$ cat src/rtl/pt_walker_pkg.sv
package pt_walker_pkg;

  typedef enum logic [2:0] {
    ST_IDLE,
    ST_RD_OUTER,
    ST_WT_OUTER,
    ST_RD_INNER,
    ST_WT_INNER,
    ST_DONE
  } walkState_e;

  localparam logic [1:0] FLT_NONE = 2'd0;
  localparam logic [1:0] FLT_ADDR = 2'd1;
  localparam logic [1:0] FLT_PAGE = 2'd2;
  localparam logic [1:0] FLT_PROT = 2'd3;

  localparam logic [1:0] ACC_READ  = 2'd0;
  localparam logic [1:0] ACC_WRITE = 2'd1;
  localparam logic [1:0] ACC_FETCH = 2'd2;

  localparam int VALID_BIT = 0;
  localparam int RO_BIT    = 1;
  localparam int NX_BIT    = 2;

  // Strobes from control to datapath
  typedef struct packed {
    logic takeReq;     // latch request fields
    logic takeOuter;   // latch next-table frame
    logic takeInner;   // latch page frame
    logic innerLevel;  // second-level read in progress
  } walkStrobe_t;

endpackage

$ cat src/rtl/pt_walker_dp.sv
module pt_walker_dp
  import pt_walker_pkg::*;
#(
  parameter int VA_W = 32,
  parameter int PA_W = 32,
  parameter int OFF_W = 12,
  parameter int IDX_W = 10,
  parameter bit CHECK_OUTER_PERM = 1'b1
) (
  input  logic              clk,
  input  logic              rstN,
  input  walkStrobe_t       strobe,
  input  logic [VA_W-1:0]   reqVaddr,
  input  logic [1:0]        reqAccess,
  input  logic [PA_W-1:0]   tableBase,
  input  logic [IDX_W:0]    tableLen,
  input  logic [PA_W-1:0]   memRespData,
  output logic              outOfRange,
  output logic              entryValid,
  output logic              permFail,
  output logic [PA_W-1:0]   memReqAddr,
  output logic [PA_W-1:0]   rspPaddr
);

  localparam int FRAME_W   = PA_W - OFF_W;
  localparam int ENT_SHIFT = $clog2(PA_W / 8);
  localparam int OUTER_LSB = OFF_W + IDX_W;

  logic [VA_W-1:0]    vaReg;
  logic [1:0]         accReg;
  logic [PA_W-1:0]    baseReg;
  logic [FRAME_W-1:0] nextTbl;
  logic [FRAME_W-1:0] frameReg;

  always_ff @(posedge clk or negedge rstN) begin
    if (!rstN) begin
      vaReg    <= '0;
      accReg   <= ACC_READ;
      baseReg  <= '0;
      nextTbl  <= '0;
      frameReg <= '0;
    end else begin
      if (strobe.takeReq) begin
        vaReg   <= reqVaddr;
        accReg  <= reqAccess;
        baseReg <= tableBase;
      end
      if (strobe.takeOuter) nextTbl  <= memRespData[PA_W-1 -: FRAME_W];
      if (strobe.takeInner) frameReg <= memRespData[PA_W-1 -: FRAME_W];
    end
  end

  // Bound check on the live request, before anything is latched
  logic [IDX_W-1:0] liveOuterIdx;
  assign liveOuterIdx = reqVaddr[OUTER_LSB +: IDX_W];
  assign outOfRange   = {1'b0, liveOuterIdx} >= tableLen;

  // Entry addresses
  logic [IDX_W-1:0] outerIdx, innerIdx;
  logic [PA_W-1:0]  outerAddr, innerAddr;
  assign outerIdx  = vaReg[OUTER_LSB +: IDX_W];
  assign innerIdx  = vaReg[OFF_W +: IDX_W];
  assign outerAddr = baseReg + (PA_W'(outerIdx) << ENT_SHIFT);
  assign innerAddr = {nextTbl, {OFF_W{1'b0}}} + (PA_W'(innerIdx) << ENT_SHIFT);
  assign memReqAddr = strobe.innerLevel ? innerAddr : outerAddr;

  // Entry checks
  logic roHit, nxHit;
  assign entryValid = memRespData[VALID_BIT];
  assign roHit = (accReg == ACC_WRITE) && memRespData[RO_BIT];
  assign nxHit = (accReg == ACC_FETCH) && memRespData[NX_BIT];

  generate
    if (CHECK_OUTER_PERM) begin : g_bothLevels
      assign permFail = roHit | nxHit;
    end else begin : g_leafOnly
      assign permFail = strobe.innerLevel & (roHit | nxHit);
    end
  endgenerate

  assign rspPaddr = {frameReg, vaReg[OFF_W-1:0]};

  logic unusedEntryBits;
  assign unusedEntryBits = ^memRespData[OFF_W-1:NX_BIT+1];

endmodule

$ cat src/rtl/pt_walker_ctrl.sv
module pt_walker_ctrl
  import pt_walker_pkg::*;
(
  input  logic        clk,
  input  logic        rstN,
  input  logic        reqValid,
  input  logic        memReqReady,
  input  logic        memRespValid,
  input  logic        outOfRange,
  input  logic        entryValid,
  input  logic        permFail,
  output logic        reqReady,
  output logic        memReqValid,
  output logic        rspValid,
  output logic [1:0]  rspFault,
  output walkStrobe_t strobe
);

  walkState_e state, stateNext;
  logic [1:0] faultReg, faultNext;

  always_ff @(posedge clk or negedge rstN) begin
    if (!rstN) begin
      state    <= ST_IDLE;
      faultReg <= FLT_NONE;
    end else begin
      state    <= stateNext;
      faultReg <= faultNext;
    end
  end

  always_comb begin
    stateNext = state;
    faultNext = faultReg;
    strobe    = '0;
    strobe.innerLevel = (state == ST_RD_INNER) || (state == ST_WT_INNER);
    unique case (state)
      ST_IDLE: begin
        if (reqValid) begin
          strobe.takeReq = 1'b1;
          if (outOfRange) begin
            faultNext = FLT_ADDR;
            stateNext = ST_DONE;
          end else begin
            faultNext = FLT_NONE;
            stateNext = ST_RD_OUTER;
          end
        end
      end
      ST_RD_OUTER: if (memReqReady) stateNext = ST_WT_OUTER;
      ST_WT_OUTER: begin
        if (memRespValid) begin
          if (!entryValid) begin
            faultNext = FLT_PAGE;
            stateNext = ST_DONE;
          end else if (permFail) begin
            faultNext = FLT_PROT;
            stateNext = ST_DONE;
          end else begin
            strobe.takeOuter = 1'b1;
            stateNext = ST_RD_INNER;
          end
        end
      end
      ST_RD_INNER: if (memReqReady) stateNext = ST_WT_INNER;
      ST_WT_INNER: begin
        if (memRespValid) begin
          stateNext = ST_DONE;
          if (!entryValid)   faultNext = FLT_PAGE;
          else if (permFail) faultNext = FLT_PROT;
          else begin
            faultNext = FLT_NONE;
            strobe.takeInner = 1'b1;
          end
        end
      end
      ST_DONE: stateNext = ST_IDLE;
      default: stateNext = ST_IDLE;
    endcase
  end

  assign reqReady    = (state == ST_IDLE);
  assign memReqValid = (state == ST_RD_OUTER) || (state == ST_RD_INNER);
  assign rspValid    = (state == ST_DONE);
  assign rspFault    = faultReg;

endmodule

$ cat src/rtl/pt_walker.sv
module pt_walker
  import pt_walker_pkg::*;
#(
  parameter int VA_W = 32,
  parameter int PA_W = 32,
  parameter int OFF_W = 12,
  parameter int IDX_W = 10,
  parameter bit CHECK_OUTER_PERM = 1'b1
) (
  input  logic             clk,
  input  logic             rstN,
  input  logic             reqValid,
  output logic             reqReady,
  input  logic [VA_W-1:0]  reqVaddr,
  input  logic [1:0]       reqAccess,
  input  logic [PA_W-1:0]  tableBase,
  input  logic [IDX_W:0]   tableLen,
  output logic             memReqValid,
  input  logic             memReqReady,
  output logic [PA_W-1:0]  memReqAddr,
  input  logic             memRespValid,
  input  logic [PA_W-1:0]  memRespData,
  output logic             rspValid,
  output logic [PA_W-1:0]  rspPaddr,
  output logic [1:0]       rspFault
);

  walkStrobe_t strobe;
  logic outOfRange, entryValid, permFail;

  pt_walker_ctrl u_ctrl (
    .clk         (clk),
    .rstN        (rstN),
    .reqValid    (reqValid),
    .memReqReady (memReqReady),
    .memRespValid(memRespValid),
    .outOfRange  (outOfRange),
    .entryValid  (entryValid),
    .permFail    (permFail),
    .reqReady    (reqReady),
    .memReqValid (memReqValid),
    .rspValid    (rspValid),
    .rspFault    (rspFault),
    .strobe      (strobe)
  );

  pt_walker_dp #(
    .VA_W(VA_W), .PA_W(PA_W), .OFF_W(OFF_W), .IDX_W(IDX_W),
    .CHECK_OUTER_PERM(CHECK_OUTER_PERM)
  ) u_dp (
    .clk        (clk),
    .rstN       (rstN),
    .strobe     (strobe),
    .reqVaddr   (reqVaddr),
    .reqAccess  (reqAccess),
    .tableBase  (tableBase),
    .tableLen   (tableLen),
    .memRespData(memRespData),
    .outOfRange (outOfRange),
    .entryValid (entryValid),
    .permFail   (permFail),
    .memReqAddr (memReqAddr),
    .rspPaddr   (rspPaddr)
  );

endmodule

$ cat config.mk
export PLATFORM = sky130hd
export DESIGN_NAME = pt_walker
export DESIGN_NICKNAME = d
export VERILOG_FILES = /design/src/rtl/pt_walker_pkg.sv /design/src/rtl/pt_walker_dp.sv /design/src/rtl/pt_walker_ctrl.sv /design/src/rtl/pt_walker.sv
export SDC_FILE = /design/constraint.sdc
export NUM_CORES = 1
export LEC_CHECK = 0
export ABC_CLOCK_PERIOD_IN_PS = 2330
export BUFFER_PORTS_ARGS = -buffer_cell sky130_fd_sc_hd__buf_4
export CORE_MARGIN = 2
export CORE_UTILIZATION = 35
export CTS_CLUSTER_SIZE = 20
export DETAILED_ROUTE_END_ITERATION = 12
export GPL_TIMING_DRIVEN = 0
export PLACE_DENSITY_LB_ADDON = 0.2
export SLEW_MARGIN = 30
export SYNTH_ARGS = -nofsm -noshare
export SYNTH_HDL_FRONTEND = slang
export SYNTH_SLANG_ARGS = --single-unit
$ cat constraint.sdc
create_clock -name clk -period 2.33 [get_ports clk]
set_clock_uncertainty 0.05 [all_clocks]
set_input_delay 0 -clock clk [delete_from_list [all_inputs] [get_ports clk]]
set_output_delay 0 -clock clk [all_outputs]
set_load 0.02 [all_outputs]
---- After elaboration in Yosys (flattened, before gate mapping) ----
Index checks and enable logic that the tools add are counted.
word-level totals
  bits in registers ....................... 111
  input bits .............................. 114
  output and inout bits ................... 69
  logic and storage cells ................. 58
cells by class
  reduce and logical (&&, ||, !) cells .... 8
  bitwise logic cells ..................... 1
  mux-type cells .......................... 26
  $lt $le $gt $ge ......................... 1
  equal/unequal tests ..................... 13
  $add $sub $neg .......................... 2
operator list
  operator                                             number
  adder 32 x 12 -> 32 bit                              2
  two-way mux 32 bit                                   1
  two-way mux 3 bit                                    8
  case mux 3 bit (5 select lines)                      1
  two-way mux 2 bit                                    7
  >= comparator 10 x 11 -> 1 bit                       1
  != test 2 bit, second input constant                 5
  AND reduction 5 bit                                  2
  two-way mux 1 bit                                    8
  equality test 3 x 2 -> 1 bit, second input constant  2
  equality test 3 bit, second input constant           2
  case mux 2 bit (3 select lines)                      1
  equality test 3 x 1 -> 1 bit, second input constant  1
  logical NOT 3 bit                                    1
  != test 3 bit, second input constant                 1
  nonzero test 3 bit                                   1
  equality test 2 x 1 -> 1 bit, second input constant  1
  equality test 2 bit, second input constant           1
  logical AND 1 bit                                    2
  logical OR 1 bit                                     2
  bitwise OR 1 bit                                     1

---- Longest topological paths before layout ----
  depth after elaboration ................. 7
  gate-level depth with buffers ........... 9
  mapped depth without buffers ............ 8

---- Modules after synthesis ----
Synthesis repeated with hierarchy kept, for this count alone.
unflattened totals
  cell total of the unflattened synthesis .. 554
  area, all modules ....................... 6133.4 um^2
modules (own cells, without submodules)
  module          instances  seq. area each (um^2)  area an instance (um^2)  cells an instance
  pt_walker_dp    1          2652.5                 5716.7                   504
  pt_walker_ctrl  1          125.1                  416.6                    50

---- Worst setup path before layout ----
No wires, ideal clock.
  path kind ............................... flip-flop to output port
  from .................................... reg u_dp.baseReg[2]
  to ...................................... out memReqAddr[12]
  buffers on the path ..................... 0
  path slack .............................. 149 ps
  arrival time ............................ 2131 ps
  stages on the path, launching flop included .. 8
  data required time ...................... 2280 ps
  cells stage by stage .................... dfrtp_1 > ha_1 > fa_1 > a21oi_1 > o22ai_1 > o21a_1 > xnor2_1 > o21ai_0
between the ends
  cells in the longest elaborated chain, start to end .. 2
ends and longest elaborated chain
  element                   line                text
  start: declaration        pt_walker_dp.sv:31  logic [PA_W-1:0] baseReg;
  start signal: assignment  pt_walker_dp.sv:46  baseReg <= tableBase;
  adder 32 x 12 -> 32 bit   pt_walker_dp.sv:63  assign outerAddr = baseReg + (PA_W'(outerIdx) << ENT_SHIFT);
  two-way mux 32 bit        pt_walker_dp.sv:65  assign memReqAddr = strobe.innerLevel ? innerAddr : outerAddr;
  end: declaration          pt_walker.sv:20     output logic [PA_W-1:0] memReqAddr,
Every way passes these cells.

---- Worst setup path after layout ----
  from .................................... reg u_dp.vaReg[22]
  to ...................................... out memReqAddr[22]
between the ends
  cells in the longest elaborated chain, start to end .. 2
ends and longest elaborated chain
  element                   line                text
  start: declaration        pt_walker_dp.sv:29  logic [VA_W-1:0] vaReg;
  start signal: assignment  pt_walker_dp.sv:44  vaReg <= reqVaddr;
  adder 32 x 12 -> 32 bit   pt_walker_dp.sv:63
  two-way mux 32 bit        pt_walker_dp.sv:65
Every way passes these cells.

==> summary.txt <==
Setup path
  • R2r setup slk: ~250 ps
  • Kind of end point of the critical path: output port
  • Crit path kind: flip-flop to output port
  • Worst EP required: about 2300 ps
  • CP arrival: 2460 ps
  • Startpoint types: flip-flop
  • Worst R2R Start: u_dp.accReg[1]
  • Max FO, Critical Path: 4
  • R2R Path End: u_dp.nextTbl[5]
  • R2R depth: 6

Yosys
  • Synthesized flop and latch total: 111
  • Post-Synth Simple-Gate Area: 0.117
  • Syn Area/Cell: approximately 11 µm²
  • Number of synthesized flops with an enable pin: 0
  • Ys flop type: dfrtp_1
  • Yosys warns: 0
  • XOR/XNOR Fraction of Synth Area: 0.0320
  • Synth unique cells: between 60 and 70
  • Post-Syn Area: 6020 µm²
  • Yosys top cell by area: dfrtp_1
  • Synth top area share: 0.461
  • Largest family of logic cells by synthesized area: multiplexers
  • Syn_nets: 672
  • Synth top area cells: dfrtp_1 (46%), mux2_2 (17%), ha_1 (4.2%), nand2_1 (3.1%), mux2_1 (3.0%)
  • Sequential-to-total area share from yosys stat: 0.461
  • Adder-Cell Fraction of Synth Area: 0.0449
  • Mux share of post-synthesis cell area: 0.198
  • Synth Area in Compound Gates: 0.0937
  • Post-Syn Instances: roughly 540
  • Ys async rst share: 1.00

Cells and area
  • Commonest non-fill, non-tap cells in the layout: buf_4 (194), dfrtp_1 (110), mux2_2 (88), dlygate4sd3_1 (88), nand2_1 (48)
  • Commonest non-fill, non-tap cell in the layout: buf_4
  • Area grow syn2layout: 55.6%
  • Proportion of layout cells with a drive suffix above 1: 0.483
  • Nets: a little under 1000
  • Layout Utilization: 0.561
  • Non-filler instance count after layout: around 1100

Placement
  • Placed Cells: 931
  • Port Buffer Count: between 150 and 200
  • DP HPWL: roughly 12000 µm
  • GPL Wtd Cong: about 0.81

STA
  • Max_slew headroom: 0.636
  • Max Clk Rate: 398 MHz
  • Max Slew Vio Count: 0
  • Final setup viols: 21
  • Crit path time final: about 2500 ps
  • Final hold violation count: 0
  • RSZ-0062 raised after global routing: true
  • Setup ws final: -183 ps
  • Setup TNS: -1990 ps
  • Worst-margin pin slew: 546 ps
  • Fin crit share: 1.08

Detailed routing
  • WL final: ~17000 µm
  • Residual DRC: 0
  • Vias/cell: 4.91
  • Antenna Nets Post-Route: 0
  • Initial DRT Pass Iterations: 4
  • Wire length per cell: between 15 and 20 µm
  • Via count: 5183
  • Initial DRC Count: ~170

Status
  • Failing checks: setup timing
  • Run status: finished, violations left

Hold path
  • Hold endpoint: u_ctrl.rspFault[0]
  • WHS Path Cells: 4
  • HP Class: input port to flip-flop
  • Hold_sp: tableLen[10]

Clocking
  • Root buf cell: clkbuf_16
  • Clock Pin Slew Worst Setup and Hold Paths: ~80 ps
  • Bufs on Longest Clock Path: 2
  • Clk sinks: roughly 110
  • Num CTS Buffers: 9
  • H-tree levels: 3
  • CTS tree: built
  • Clock latency on the worst-skew pair: approximately 350 ps

Global routing
  • First-pass GRT wire length: 26900 µm
  • GRT Total Usage: 0.190
  • Antenna violations before repair: 0
  • Gr ovfl total: 0
  • Vias in the first global route: approximately 5400
  • Largest net degree at the start of global routing: 58

Floorplan
  • Die area: roughly 18000 µm²
  • Initial core utilization: 0.361
  • # IOs: 183
  • Die H: ~140 µm
  • Standard-cell rows: 47
  • Die X-Extent: about 140 µm
  • Core area: between 15000 and 20000 µm²

Run
  • Max_cap viols: 0

Power and ir drop
  • Leakage: 4.21 nW
  • Maximum VDD drop: about 630 µV
  • Pwr dens: roughly 1500 nW/µm²
[what timing repair did]
action,in CTS,in global routing
pin swaps,41,13
setup endpoints to repair,25,33
gates cloned,0,0
hold buffers,88,0
gates resized for setup,66,18
buffers inserted,19,2
endpoints found under the hold margin,219,0
[kinds of logic (layout without fill, tap and decap cells)]
group	after synthesis	in the layout
DFF	111	111
AOI/OAI and AO/OA	85	85
buffers and inverters	57	355
and+or+nand+nor	135	135
other	0	1
xor gates and xnor gates	22	22
adders and majority gates	21	21
muxes	106	106
[sequential cells by signal, indices dropped and copies added (netlist names)]
register and count:
u_dp.vaReg 32, u_dp.frameReg 20, u_ctrl.rspFault 2, u_dp.accReg 2, u_dp.baseReg 32, u_dp.nextTbl 20
u_ctrl.state 3
[worst max path at each step]
stage	startpoint	to	cells after the start
final	u_dp.vaReg[22]	memReqAddr[22]	10
after global routing	u_dp.vaReg[22]	memReqAddr[28]	10
after CTS	u_dp.vaReg[22]	memReqAddr[22]	10
after detailed placement	u_dp.baseReg[2]	memReqAddr[22]	9
after global placement	u_dp.baseReg[2]	memReqAddr[20]	9
after floorplan	u_dp.baseReg[2]	memReqAddr[12]	7
[where the power goes]
group | switching [mW] | leakage, nW | internal, mW
Sequential | 0.713 | 1.34 | 2.90
Clock | 0.728 | 0.153 | 0.870
Combinational | 4.57 | 2.71 | 4.42
[cell usage after synthesis (14+ instances only)]
| master | n |
|---|---|
| mux2_1 | 16 |
| nor2_1 | 19 |
| xnor2_1 | 18 |
| inv_1 | 19 |
| a21oi_1 | 17 |
| nand3_1 | 14 |
| buf_2 | 16 |
| mux2_2 | 89 |
| nand2_1 | 49 |
| ha_1 | 20 |
| o21ai_1 | 17 |
| dfrtp_1 | 111 |
| buf_4 | 15 |
[critical path, cell delays in order, from the launching register on]
cell      delay (ps)
dfrtp_1          390
ha_2             200
fa_2             390
a21oi_4          170
o22ai_4          110
o211ai_1         170
buf_4            180
nor3_2            50
xnor2_1          120
o21ai_1          150
buf_4            170
[cell type report]
type,instances,area [µm²]
inverters,19,71.3
plain buffers,38,258
flip-flops and latches,111,2780
clock buffers,10,239
fillers,1485,7330
well taps,220,275
repair buffers,282,2420
clock inverters,6,70.1
multi-input cells,369,3260
diodes,1,2.50
[stage by stage]
stage | worst slack [ps] | hold slack (ps) | power (mW) | cell area [µm²]
6_report | -183 | 72.2 | 14.2 | 9370
5_1_grt | -327 | 88.6 | 15.1 | 9370
3_3_place_gp | -137 | 160 | 10.9 | 7600
4_1_cts | -197 | 72.4 | 14.0 | 9290
2_1_floorplan | 149 | -346 | 8.33 | 6020
3_5_place_dp | -156 | -93.0 | 11.1 | 7630
[metal layers]
layer	share of wire	track usage	routed length, µm	vias to the layer above
met3	0.043	0.0307	731	32
met5	0	0	0	-
met4	0.032	0.0880	556	0
met1	0.42	0.228	7150	2511
li1	-	-	-	2502
met2	0.51	0.334	8750	138
Power figures use the tool's default switching activity.
